<file path="src/rtl/lt_pkg.sv">
package lt_pkg;
  typedef enum logic {
    LNK_FAIL = 1'b0,
    LNK_PASS = 1'b1
  } link_e;

  typedef enum logic [1:0] {
    PM_RUN   = 2'd0,
    PM_DOZE  = 2'd1,
    PM_RXWK  = 2'd2,
    PM_FULWK = 2'd3
  } pmode_e;
endpackage

</file>
<file path="src/rtl/lt_loss_timer.sv">
module lt_loss_timer #(
  parameter int LOSS_CYCLES = 2000000
) (
  input  logic clk,
  input  logic rst_ni,
  input  logic en,
  input  logic armed,
  input  logic evt,
  output logic expire
);
  localparam int CW = $clog2(LOSS_CYCLES);
  localparam logic [CW-1:0] LAST = CW'(LOSS_CYCLES - 1);

  logic [CW-1:0] cnt_q, cnt_d;

  always_comb begin
    cnt_d = cnt_q;
    if (en) begin
      if (!armed || evt)      cnt_d = '0;
      else if (cnt_q != LAST) cnt_d = cnt_q + 1'b1;
    end
  end

  always_ff @(posedge clk or negedge rst_ni) begin
    if (!rst_ni) cnt_q <= '0;
    else         cnt_q <= cnt_d;
  end

  assign expire = en && armed && !evt && (cnt_q == LAST);
endmodule

</file>
<file path="src/rtl/lt_fail_exit.sv">
module lt_fail_exit #(
  parameter int PASS_PULSES = 6,
  parameter int MAX_GAP     = 480000
) (
  input  logic clk,
  input  logic rst_ni,
  input  logic en,
  input  logic armed,
  input  logic pulse,
  output logic qualify
);
  localparam int PW = $clog2(PASS_PULSES);
  localparam int GW = $clog2(MAX_GAP);
  localparam logic [PW-1:0] PLAST = PW'(PASS_PULSES - 1);
  localparam logic [GW-1:0] GLAST = GW'(MAX_GAP - 1);

  logic [PW-1:0] pcnt_q, pcnt_d;
  logic [GW-1:0] gap_q, gap_d;

  always_comb begin
    pcnt_d = pcnt_q;
    gap_d  = gap_q;
    if (en) begin
      if (!armed) begin
        pcnt_d = '0;
        gap_d  = '0;
      end else if (pulse) begin
        gap_d  = '0;
        pcnt_d = (pcnt_q == PLAST) ? '0 : pcnt_q + 1'b1;
      end else if (gap_q == GLAST) begin
        pcnt_d = '0;
      end else begin
        gap_d = gap_q + 1'b1;
      end
    end
  end

  always_ff @(posedge clk or negedge rst_ni) begin
    if (!rst_ni) begin
      pcnt_q <= '0;
      gap_q  <= '0;
    end else begin
      pcnt_q <= pcnt_d;
      gap_q  <= gap_d;
    end
  end

  assign qualify = en && armed && pulse && (pcnt_q == PLAST);
endmodule

</file>
<file path="src/rtl/lt_pulse_gen.sv">
module lt_pulse_gen #(
  parameter int PULSE_PERIOD = 320000
) (
  input  logic clk,
  input  logic rst_ni,
  input  logic en,
  output logic strobe
);
  localparam int CW = $clog2(PULSE_PERIOD);
  localparam logic [CW-1:0] LAST = CW'(PULSE_PERIOD - 1);

  logic [CW-1:0] cnt_q, cnt_d;

  always_comb begin
    if (!en)                cnt_d = '0;
    else if (cnt_q == LAST) cnt_d = '0;
    else                    cnt_d = cnt_q + 1'b1;
  end

  always_ff @(posedge clk or negedge rst_ni) begin
    if (!rst_ni) cnt_q <= '0;
    else         cnt_q <= cnt_d;
  end

  assign strobe = en && (cnt_q == LAST);
endmodule

</file>
<file path="src/rtl/tp_link_monitor.sv">
module tp_link_monitor
  import lt_pkg::*;
#(
  parameter int LOSS_CYCLES  = 2000000,
  parameter int PULSE_PERIOD = 320000,
  parameter int MAX_GAP      = 480000,
  parameter int PASS_PULSES  = 6
) (
  input  logic clk,
  input  logic rst_n,
  input  logic lt_disable,
  input  logic wake_rx,
  input  logic wake_full,
  input  logic sleep,
  input  logic rx_pulse,
  input  logic rx_data,
  input  logic tx_busy,
  input  logic tx_frame_done,
  output logic lt_pulse_out,
  output logic tx_en,
  output logic rx_en,
  output logic lpbk_en,
  output logic col_en,
  output logic link_st_n,
  output logic link_st_oe,
  output logic link_fail,
  output logic dec_oe,
  output logic frame_tx_allow,
  output logic fr_vld,
  output logic fr_lcar,
  output logic fr_cerr
);
  // reset: asserted at once, released two edges later
  logic [1:0] rst_sync_q;
  logic       rst_ni;

  always_ff @(posedge clk or negedge rst_n) begin
    if (!rst_n) rst_sync_q <= 2'b00;
    else        rst_sync_q <= {rst_sync_q[0], 1'b1};
  end
  assign rst_ni = rst_sync_q[1];

  // power mode, wake choice frozen while asleep
  pmode_e mode_q, mode_d;

  always_comb begin
    mode_d = mode_q;
    if (!sleep)                mode_d = PM_RUN;
    else if (mode_q == PM_RUN) mode_d = wake_full ? PM_FULWK :
                                        (wake_rx ? PM_RXWK : PM_DOZE);
  end

  always_ff @(posedge clk or negedge rst_ni) begin
    if (!rst_ni) mode_q <= PM_RUN;
    else         mode_q <= mode_d;
  end

  logic det_en, tx_side_on, rx_side_on;
  assign det_en     = (mode_q != PM_DOZE);
  assign rx_side_on = (mode_q != PM_DOZE);
  assign tx_side_on = (mode_q == PM_RUN) || (mode_q == PM_FULWK);

  // link state
  link_e state_q, state_d;
  logic  loss_expire, exit_qual, rx_evt;

  assign rx_evt = rx_pulse || rx_data;

  lt_loss_timer #(.LOSS_CYCLES(LOSS_CYCLES)) u_loss (
    .clk    (clk),
    .rst_ni (rst_ni),
    .en     (det_en),
    .armed  (state_q == LNK_PASS),
    .evt    (rx_evt),
    .expire (loss_expire)
  );

  lt_fail_exit #(.PASS_PULSES(PASS_PULSES), .MAX_GAP(MAX_GAP)) u_exit (
    .clk     (clk),
    .rst_ni  (rst_ni),
    .en      (det_en),
    .armed   (state_q == LNK_FAIL),
    .pulse   (rx_pulse),
    .qualify (exit_qual)
  );

  always_comb begin
    state_d = state_q;
    if (det_en) begin
      case (state_q)
        LNK_FAIL: if (rx_data || exit_qual) state_d = LNK_PASS;
        LNK_PASS: if (loss_expire)          state_d = LNK_FAIL;
        default:                            state_d = LNK_FAIL;
      endcase
    end
  end

  always_ff @(posedge clk or negedge rst_ni) begin
    if (!rst_ni) state_q <= LNK_FAIL;
    else         state_q <= state_d;
  end

  // outgoing link pulses
  logic pgen_en;
  assign pgen_en = (state_q == LNK_PASS) && (mode_q == PM_RUN) && !tx_busy;

  lt_pulse_gen #(.PULSE_PERIOD(PULSE_PERIOD)) u_pgen (
    .clk    (clk),
    .rst_ni (rst_ni),
    .en     (pgen_en),
    .strobe (lt_pulse_out)
  );

  // path enables and status pins
  logic link_ok;
  assign link_ok        = (state_q == LNK_PASS) || lt_disable;
  assign tx_en          = tx_side_on && link_ok;
  assign lpbk_en        = tx_side_on && link_ok;
  assign col_en         = tx_side_on && link_ok;
  assign rx_en          = rx_side_on && link_ok;
  assign link_st_oe     = (mode_q == PM_RUN) || (mode_q == PM_RXWK);
  assign link_st_n      = !(link_st_oe && (state_q == LNK_PASS));
  assign link_fail      = (state_q == LNK_FAIL);
  assign dec_oe         = (mode_q == PM_FULWK);
  assign frame_tx_allow = (mode_q == PM_RUN);

  // per-frame transmit status
  logic fr_vld_q, fr_err_q, fr_err_d;
  assign fr_err_d = tx_frame_done && (state_q == LNK_FAIL) && !lt_disable;

  always_ff @(posedge clk or negedge rst_ni) begin
    if (!rst_ni) begin
      fr_vld_q <= 1'b0;
      fr_err_q <= 1'b0;
    end else begin
      fr_vld_q <= tx_frame_done;
      fr_err_q <= fr_err_d;
    end
  end

  assign fr_vld  = fr_vld_q;
  assign fr_lcar = fr_err_q;
  assign fr_cerr = fr_err_q;
endmodule

</file>
<file path="config.mk">
export PLATFORM = sky130hd
export DESIGN_NAME = tp_link_monitor
export DESIGN_NICKNAME = d
export VERILOG_FILES = /design/src/rtl/lt_pkg.sv /design/src/rtl/lt_loss_timer.sv /design/src/rtl/lt_fail_exit.sv /design/src/rtl/lt_pulse_gen.sv /design/src/rtl/tp_link_monitor.sv
export SDC_FILE = /design/constraint.sdc
export NUM_CORES = 1
export LEC_CHECK = 0
export BUFFER_PORTS_ARGS = -buffer_cell sky130_fd_sc_hd__buf_2
export CORE_AREA = 2 2 96 121
export CTS_CLUSTER_SIZE = 40
export DETAILED_ROUTE_END_ITERATION = 10
export DIE_AREA = 0 0 98 123
export SLEW_MARGIN = 0
export SYNTH_ARGS = -nofsm -noshare
export SYNTH_HDL_FRONTEND = slang
export SYNTH_SLANG_ARGS = --single-unit
</file>
<file path="constraint.sdc">
create_clock -name clk -period 2.15 [get_ports clk]
set_input_delay 0 -clock clk [delete_from_list [all_inputs] [get_ports clk]]
set_output_delay 0 -clock clk [all_outputs]
set_load 0.02 [all_outputs]
</file>
* Word level (Yosys, flattened, before mapping)
Index checks and enable logic that the tools add are counted.
** Cells by class
- Add/sub/neg operators :: 4
- Multiply operators :: 0
- Div/mod/pow operators :: 0
- Order comparisons :: 0
- Eq/ne operators :: 10
- Shift operators :: 0
- Muxes and demuxes :: 18
- Bitwise logic cells :: 1
- Reduce and logical (&&, ||, !) cells :: 31
** Operator list (count)
- $mux 19 :: 5
- $mux 21 :: 2
- $add 19x1->19 const B :: 2
- $eq 19x19->1 const B :: 2
- $add 21x1->21 const B :: 1
- $eq 21x21->1 const B :: 1
- $ne 21x21->1 const B :: 1
- $logic_and 1x1->1 :: 14
- $mux 3 :: 4
- $mux 2 :: 4
- $logic_or 1x1->1 :: 6
- $reduce_and 2->1 :: 3
- $logic_not 1->1 :: 5
- $eq 2x2->1 const B :: 2
- $ne 2x1->1 const B :: 2
- $add 3x1->3 const B :: 1
- $eq 3x3->1 const B :: 1
- $ne 3x3->1 const B :: 1
- $reduce_bool 3->1 :: 1
- $logic_not 2->1 :: 1
- $mux 1 :: 2
- $pmux 1 s2 :: 1
- $reduce_bool 2->1 :: 1
- $not 1->1 :: 1
** Word-level totals
- Flip-flop bits (word level) :: 69
- Latch bits :: 0
- Bits in writable memories :: 0
- Bits in read-only memories :: 0
- Input port bits :: 10
- Output and inout bits :: 13
- Logic and storage cells :: 73
- Memories :: 0

* Longest topological paths before layout
- Depth in word-level cells :: 7
- Gate-level depth with buffers :: 8
- Gate-level depth less buffers :: 7

* Hierarchy
Synthesis repeated with hierarchy kept, for this count alone.
** Unflattened totals
- Cell total of the unflattened synthesis :: 425
- Area total of the unflattened synthesis :: 3890.0 sq um
** Modules (own cells, without submodules)
- lt_fail_exit :: instances 1, cells an instance 143, area each 1287.5 sq um, sequential area each 550.5 sq um
- lt_loss_timer :: instances 1, cells an instance 142, area each 1224.9 sq um, sequential area each 525.5 sq um
- lt_pulse_gen :: instances 1, cells an instance 102, area each 1018.5 sq um, sequential area each 475.5 sq um
- tp_link_monitor :: instances 1, cells an instance 38, area each 359.1 sq um, sequential area each 175.2 sq um

* Least setup slack after synthesis
OpenSTA, ideal clock, no wires.
- Path type :: reg-to-reg
- Start :: register u_loss.cnt_q[13]
- End :: register u_loss.cnt_q[13]
- Setup time :: 125 ps
- Arrival :: 1707 ps
- Data required time :: 2025 ps
- Path slack :: 318 ps
- Stages on the path, launching flop included :: 8
- Buffers on the path :: 2
- Clock period less this slack :: 1832 ps
- Cell sequence :: dfrtp_1 > buf_2 > nor4b_2 > nand4_2 > o41ai_4 > buf_6 > nor2b_1 > mux2_4
** Between the ends
- Longest elaborated chain between the ends :: 3
- Elaborated cells between the ends (all ways) :: 6
- Those cells by class :: 1 x add/sub; 1 x eq/ne; 2 x mux; 2 x reduce/logical
** Ends and longest elaborated chain
- from (decl) :: line lt_loss_timer.sv:14 : logic [CW-1:0] cnt_q, cnt_d;
- from (signal assigned) :: line lt_loss_timer.sv:26 : else cnt_q <= cnt_d;
- $add 21x1->21 or $ne 21x21->1 (tied branches) :: line lt_loss_timer.sv:20 : else if (cnt_q != LAST) cnt_d = cnt_q + 1'b1;
- $mux 21 or $reduce_bool 2->1 (tied branches)
- $mux 21 or $reduce_and 2->1 (tied branches)
Parallel ways exist; a longest one is shown, timed or not. The select of a mux whose other input is x is not followed.
A chain may end at the register's enable or synchronous reset.

* Final worst setup path
- Start :: register u_loss.cnt_q[7]
- End :: register u_loss.cnt_q[13]
The elaborated chain is that of the path after synthesis.

==> qor.log <==
qor: worst_setup_path.cp-endpoint u_loss.cnt_q[13]
qor: synth.synthCells 408
qor: synth.number_of_storage_elements_in_the_synthesis_netlist 69
qor: clock_tree.total_number_of_clock_tree_sinks 69
qor: clock_tree.tritoncts yes
qor: worst_setup_path.crit_path_from u_loss.cnt_q[7]
qor: sta.timing.final.hold_violations 0
qor: final_layout.final_core_utilization 0.406
qor: floorplan.boundaryPins 23
qor: drt.viasPerCell 5.31
qor: worst_setup_path.critical_path_peak_fanout 9
qor: worst_setup_path.worst-endpoint-required 2.37 ns
qor: final_layout.fillerInstances 1091
qor: final_layout.areaGrowthSynthToFinish 19.5%
qor: synth.netlist.area_leader.share 0.465
qor: global_routing.pin_count_of_the_biggest_net_entering_global_routing 68
qor: floorplan.die_width 98 um
qor: synth.synth-edff-count 0
qor: drt.drc_errors 0
qor: synth.synth_top_flop_cell dfrtp_1
qor: global_routing.number_of_antenna_violations_at_the_first_check_in_global_routing 0
qor: drt.remaining_antenna_violation_count 0
qor: worst_setup_path.worst-r2r-cell-count 6
qor: synth.synth.yosys.seq_area_share 0.465
qor: worst_setup_path.ff2ff_setup_slack 0.14 ns
qor: synth.post_synth_main_area_contributors dfrtp_1 46%, nor2_1 5.3%, o21ai_0 4.2%, nand2_1 3.9%, nand3_1 3.6%
qor: synth.netlist-cell-type-count 51
qor: drt.dr.pass1.iters 4
qor: floorplan.floorplan.initialDensity 0.340
qor: worst_hold_path.hold_path_class primary input to flip-flop
qor: placed_design.port-buffer-count 22
qor: drt.initial_drt_markers 168
qor: sta.finalCritPeriodShare 0.934
qor: final_layout.fin_cells 591
qor: clock_tree.clock_tree.htree_level_count 3
qor: sta.slew_headroom 0.613
qor: final_layout.final_cell_area_excluding_filler_cells 4440 sq um
qor: placed_design.gp_congestion 0.879
qor: sta.worst_slew_pin_slew 0.575 ns
qor: synth.syn_area 3710 sq um
qor: clock_tree.clock_insertion_delay_worst_skew 0.34 ns
qor: global_routing.tot_gr_track_use 0.145
qor: final_layout.fin_nets 469
qor: power_and_ir_drop.totalPowerFinal 3.15 mW
qor: worst_setup_path.reg2reg_to u_loss.cnt_q[13]
qor: floorplan.core_area 10900 sq um
qor: synth.yosysWarnings 0
qor: synth.mappedNetlistNets 425
qor: run.max-cap-violations 0
qor: final_layout.n_antenna_cell 0
qor: power_and_ir_drop.power_leakage 1.92 nW
qor: floorplan.placementRows 43
qor: floorplan.die_area 12100 sq um
qor: placed_design.dpl_cell_area 4050 sq um
qor: sta.unrepaired_setup_endpoints_after_global_routing false
qor: worst_setup_path.timing.rr.start u_loss.cnt_q[7]
qor: placed_design.dp_cells 567
qor: worst_setup_path.crit_type flip-flop to flip-flop
qor: sta.fin_skew 0.00501 ns
qor: synth.synth.avg_cell_area 9.10 sq um
qor: sta.finalCriticalPeriod 2.01 ns
qor: global_routing.grt-ovfl-total 0
qor: floorplan.die_y 123 um
qor: worst_hold_path.holdCritStartpoint tx_busy
qor: worst_setup_path.worst_setup_path_end_kind flip-flop
qor: sta.maxClockFrequency 498 MHz
qor: power_and_ir_drop.power.density 711 nW/um^2
qor: clock_tree.clock_tree.root_cell clkbuf_16
qor: placed_design.place_hpwl 5.63 mm
qor: clock_tree.clk_transition_reported_paths 0.06 ns
qor: drt.num_vias 3141
qor: sta.setup_total_negative_slack 0 ns
qor: worst_setup_path.start_kind flip-flop
qor: synth.synth_async_sr_flop_share 1.00
qor: sta.timing_max_transition_violations_final 0
qor: global_routing.first_global_vias 3022
qor: drt.detail_route.wl_per_cell 14.1 um
qor: drt.wl 8.34 mm
qor: worst_setup_path.cp.arrival 2.22 ns
qor: sta.setup_viol 0
qor: power_and_ir_drop.peakVddDrop 0.000327 V
qor: synth.yosysTopAreaCell dfrtp_1
qor: final_layout.drive_gt1_frac 0.156
qor: global_routing.grt_pass1_wl 14.2 mm
qor: clock_tree.numCtsBuffers 9
qor: run_status.outcome finished clean
qor: clock_tree.clockBufferDepth 2
[cell families (layout without fill, tap and decap cells)]
logic type	count (synthesis)	count (layout)	share of synthesized area
AO/OA/AOI/OAI	91	91	0.149
XOR/XNOR	19	19	0.0448
adder cells (fa/ha/maj)	7	7	0.0236
buffers and inverters	27	75	0.0357
flip-flops	69	69	0.465
multiplexers	4	4	0.0125
other	1	1	0.00101
AND/OR/NAND/NOR	190	190	0.269
[layout make-up]
type	count	area, sq um	area share
tap	135	169	0.0381
clock inverter	6	63.8	0.0144
clock buffer	9	225	0.0507
multi-input combinational	312	1870	0.420
timing repair buffer	49	345	0.0778
inverter	11	41.3	0.00930
sequential	69	1730	0.389
[metrics by stage]
step | hold WS, ns | setup slack, ns
after floorplan | -0.296 | 0.0863
after global placement | -0.214 | 0.188
after detailed placement | -0.213 | 0.0915
after CTS | 0.0172 | 0.0738
after global routing | 0.0623 | 0.0278
final | 0.0189 | 0.142
[cells in the final DEF (no fill, tap or decap), types with 7 or more instances in the layout]
cell / count
nand2_1: 39
a31oi_1: 11
nor2_1: 52
xor2_1: 12
clkbuf_16: 9
a21oi_1: 19
or3_1: 7
ha_1: 7
xnor2_1: 7
o21ai_1: 8
dfrtp_1: 68
o31ai_1: 10
nor3_1: 9
buf_2: 22
buf_4: 18
o21ai_0: 31
inv_1: 10
nand4_1: 14
nand3_1: 27
dlygate4sd3_1: 8
[metal layers]
metal	vias up	global-route usage	wire length [um]
met5	-	0	0
met4	0	0.0564	160
met3	14	0.0356	258
met2	47	0.243	4100
met1	1532	0.182	3830
li1	1548	-	-
[state kept, by name (all words and copies together) (netlist names)]
register	flops
u_loss.cnt_q	21
u_exit.gap_q	19
u_exit.pcnt_q	3
state_q	1
fr_vld	1
rst_sync_q	2
mode_q	2
u_pgen.cnt_q	19
fr_cerr	1
[repair_timing]
item,4_1_cts,5_1_grt
resized for setup,0,2
setup buffers,0,1
endpoints found under the setup margin,0,13
endpoints found under the hold margin,6,0
hold buffers,8,0
[Yosys cell counts, types with 3 or more instances]
cell	instances
buf_2	4
or4_1	4
nor2_1	52
o31ai_1	10
xnor2_1	7
xor2_1	12
o211ai_1	4
inv_1	10
a31oi_1	11
nor2b_1	4
or2_2	3
nor4_1	5
dfrtp_1	69
o21ai_1	8
or3_1	7
clkbuf_1	6
and2_1	5
a21oi_1	19
o21ai_0	31
nand4_1	14
nand2b_1	3
nand3_1	27
nor3_1	10
nand2_1	39
ha_1	7
buf_4	5
nor3b_1	3
[power breakdown]
group	leakage [nW]	total, mW	internal (mW)	switching [mW]
Sequential	0.947	1.33	1.32	0.0175
Combinational	0.839	0.364	0.127	0.236
Clock	0.138	1.46	0.890	0.565
Total	1.92	3.15	2.34	0.819
[how the worst min path moves through the flow]
stage,to,slack (ns),cells past startpoint
floorplan,rst_sync_q[0],-0.30,0
global placement,rst_sync_q[0],-0.21,1
detailed placement,rst_sync_q[0],-0.21,1
CTS,u_pgen.cnt_q[6],0.02,3
global route,u_pgen.cnt_q[8],0.06,3
finish,u_pgen.cnt_q[6],0.02,3
[critical path, stage by stage (launching register included)]
cell	delay, ns
dfrtp_1	0.47
nor3b_1	0.29
nand4_2	0.18
o41ai_4	0.40
buf_4	0.21
nor2b_1	0.06
mux2_4	0.29
Note: power is estimated with default switching activity, not from simulation.
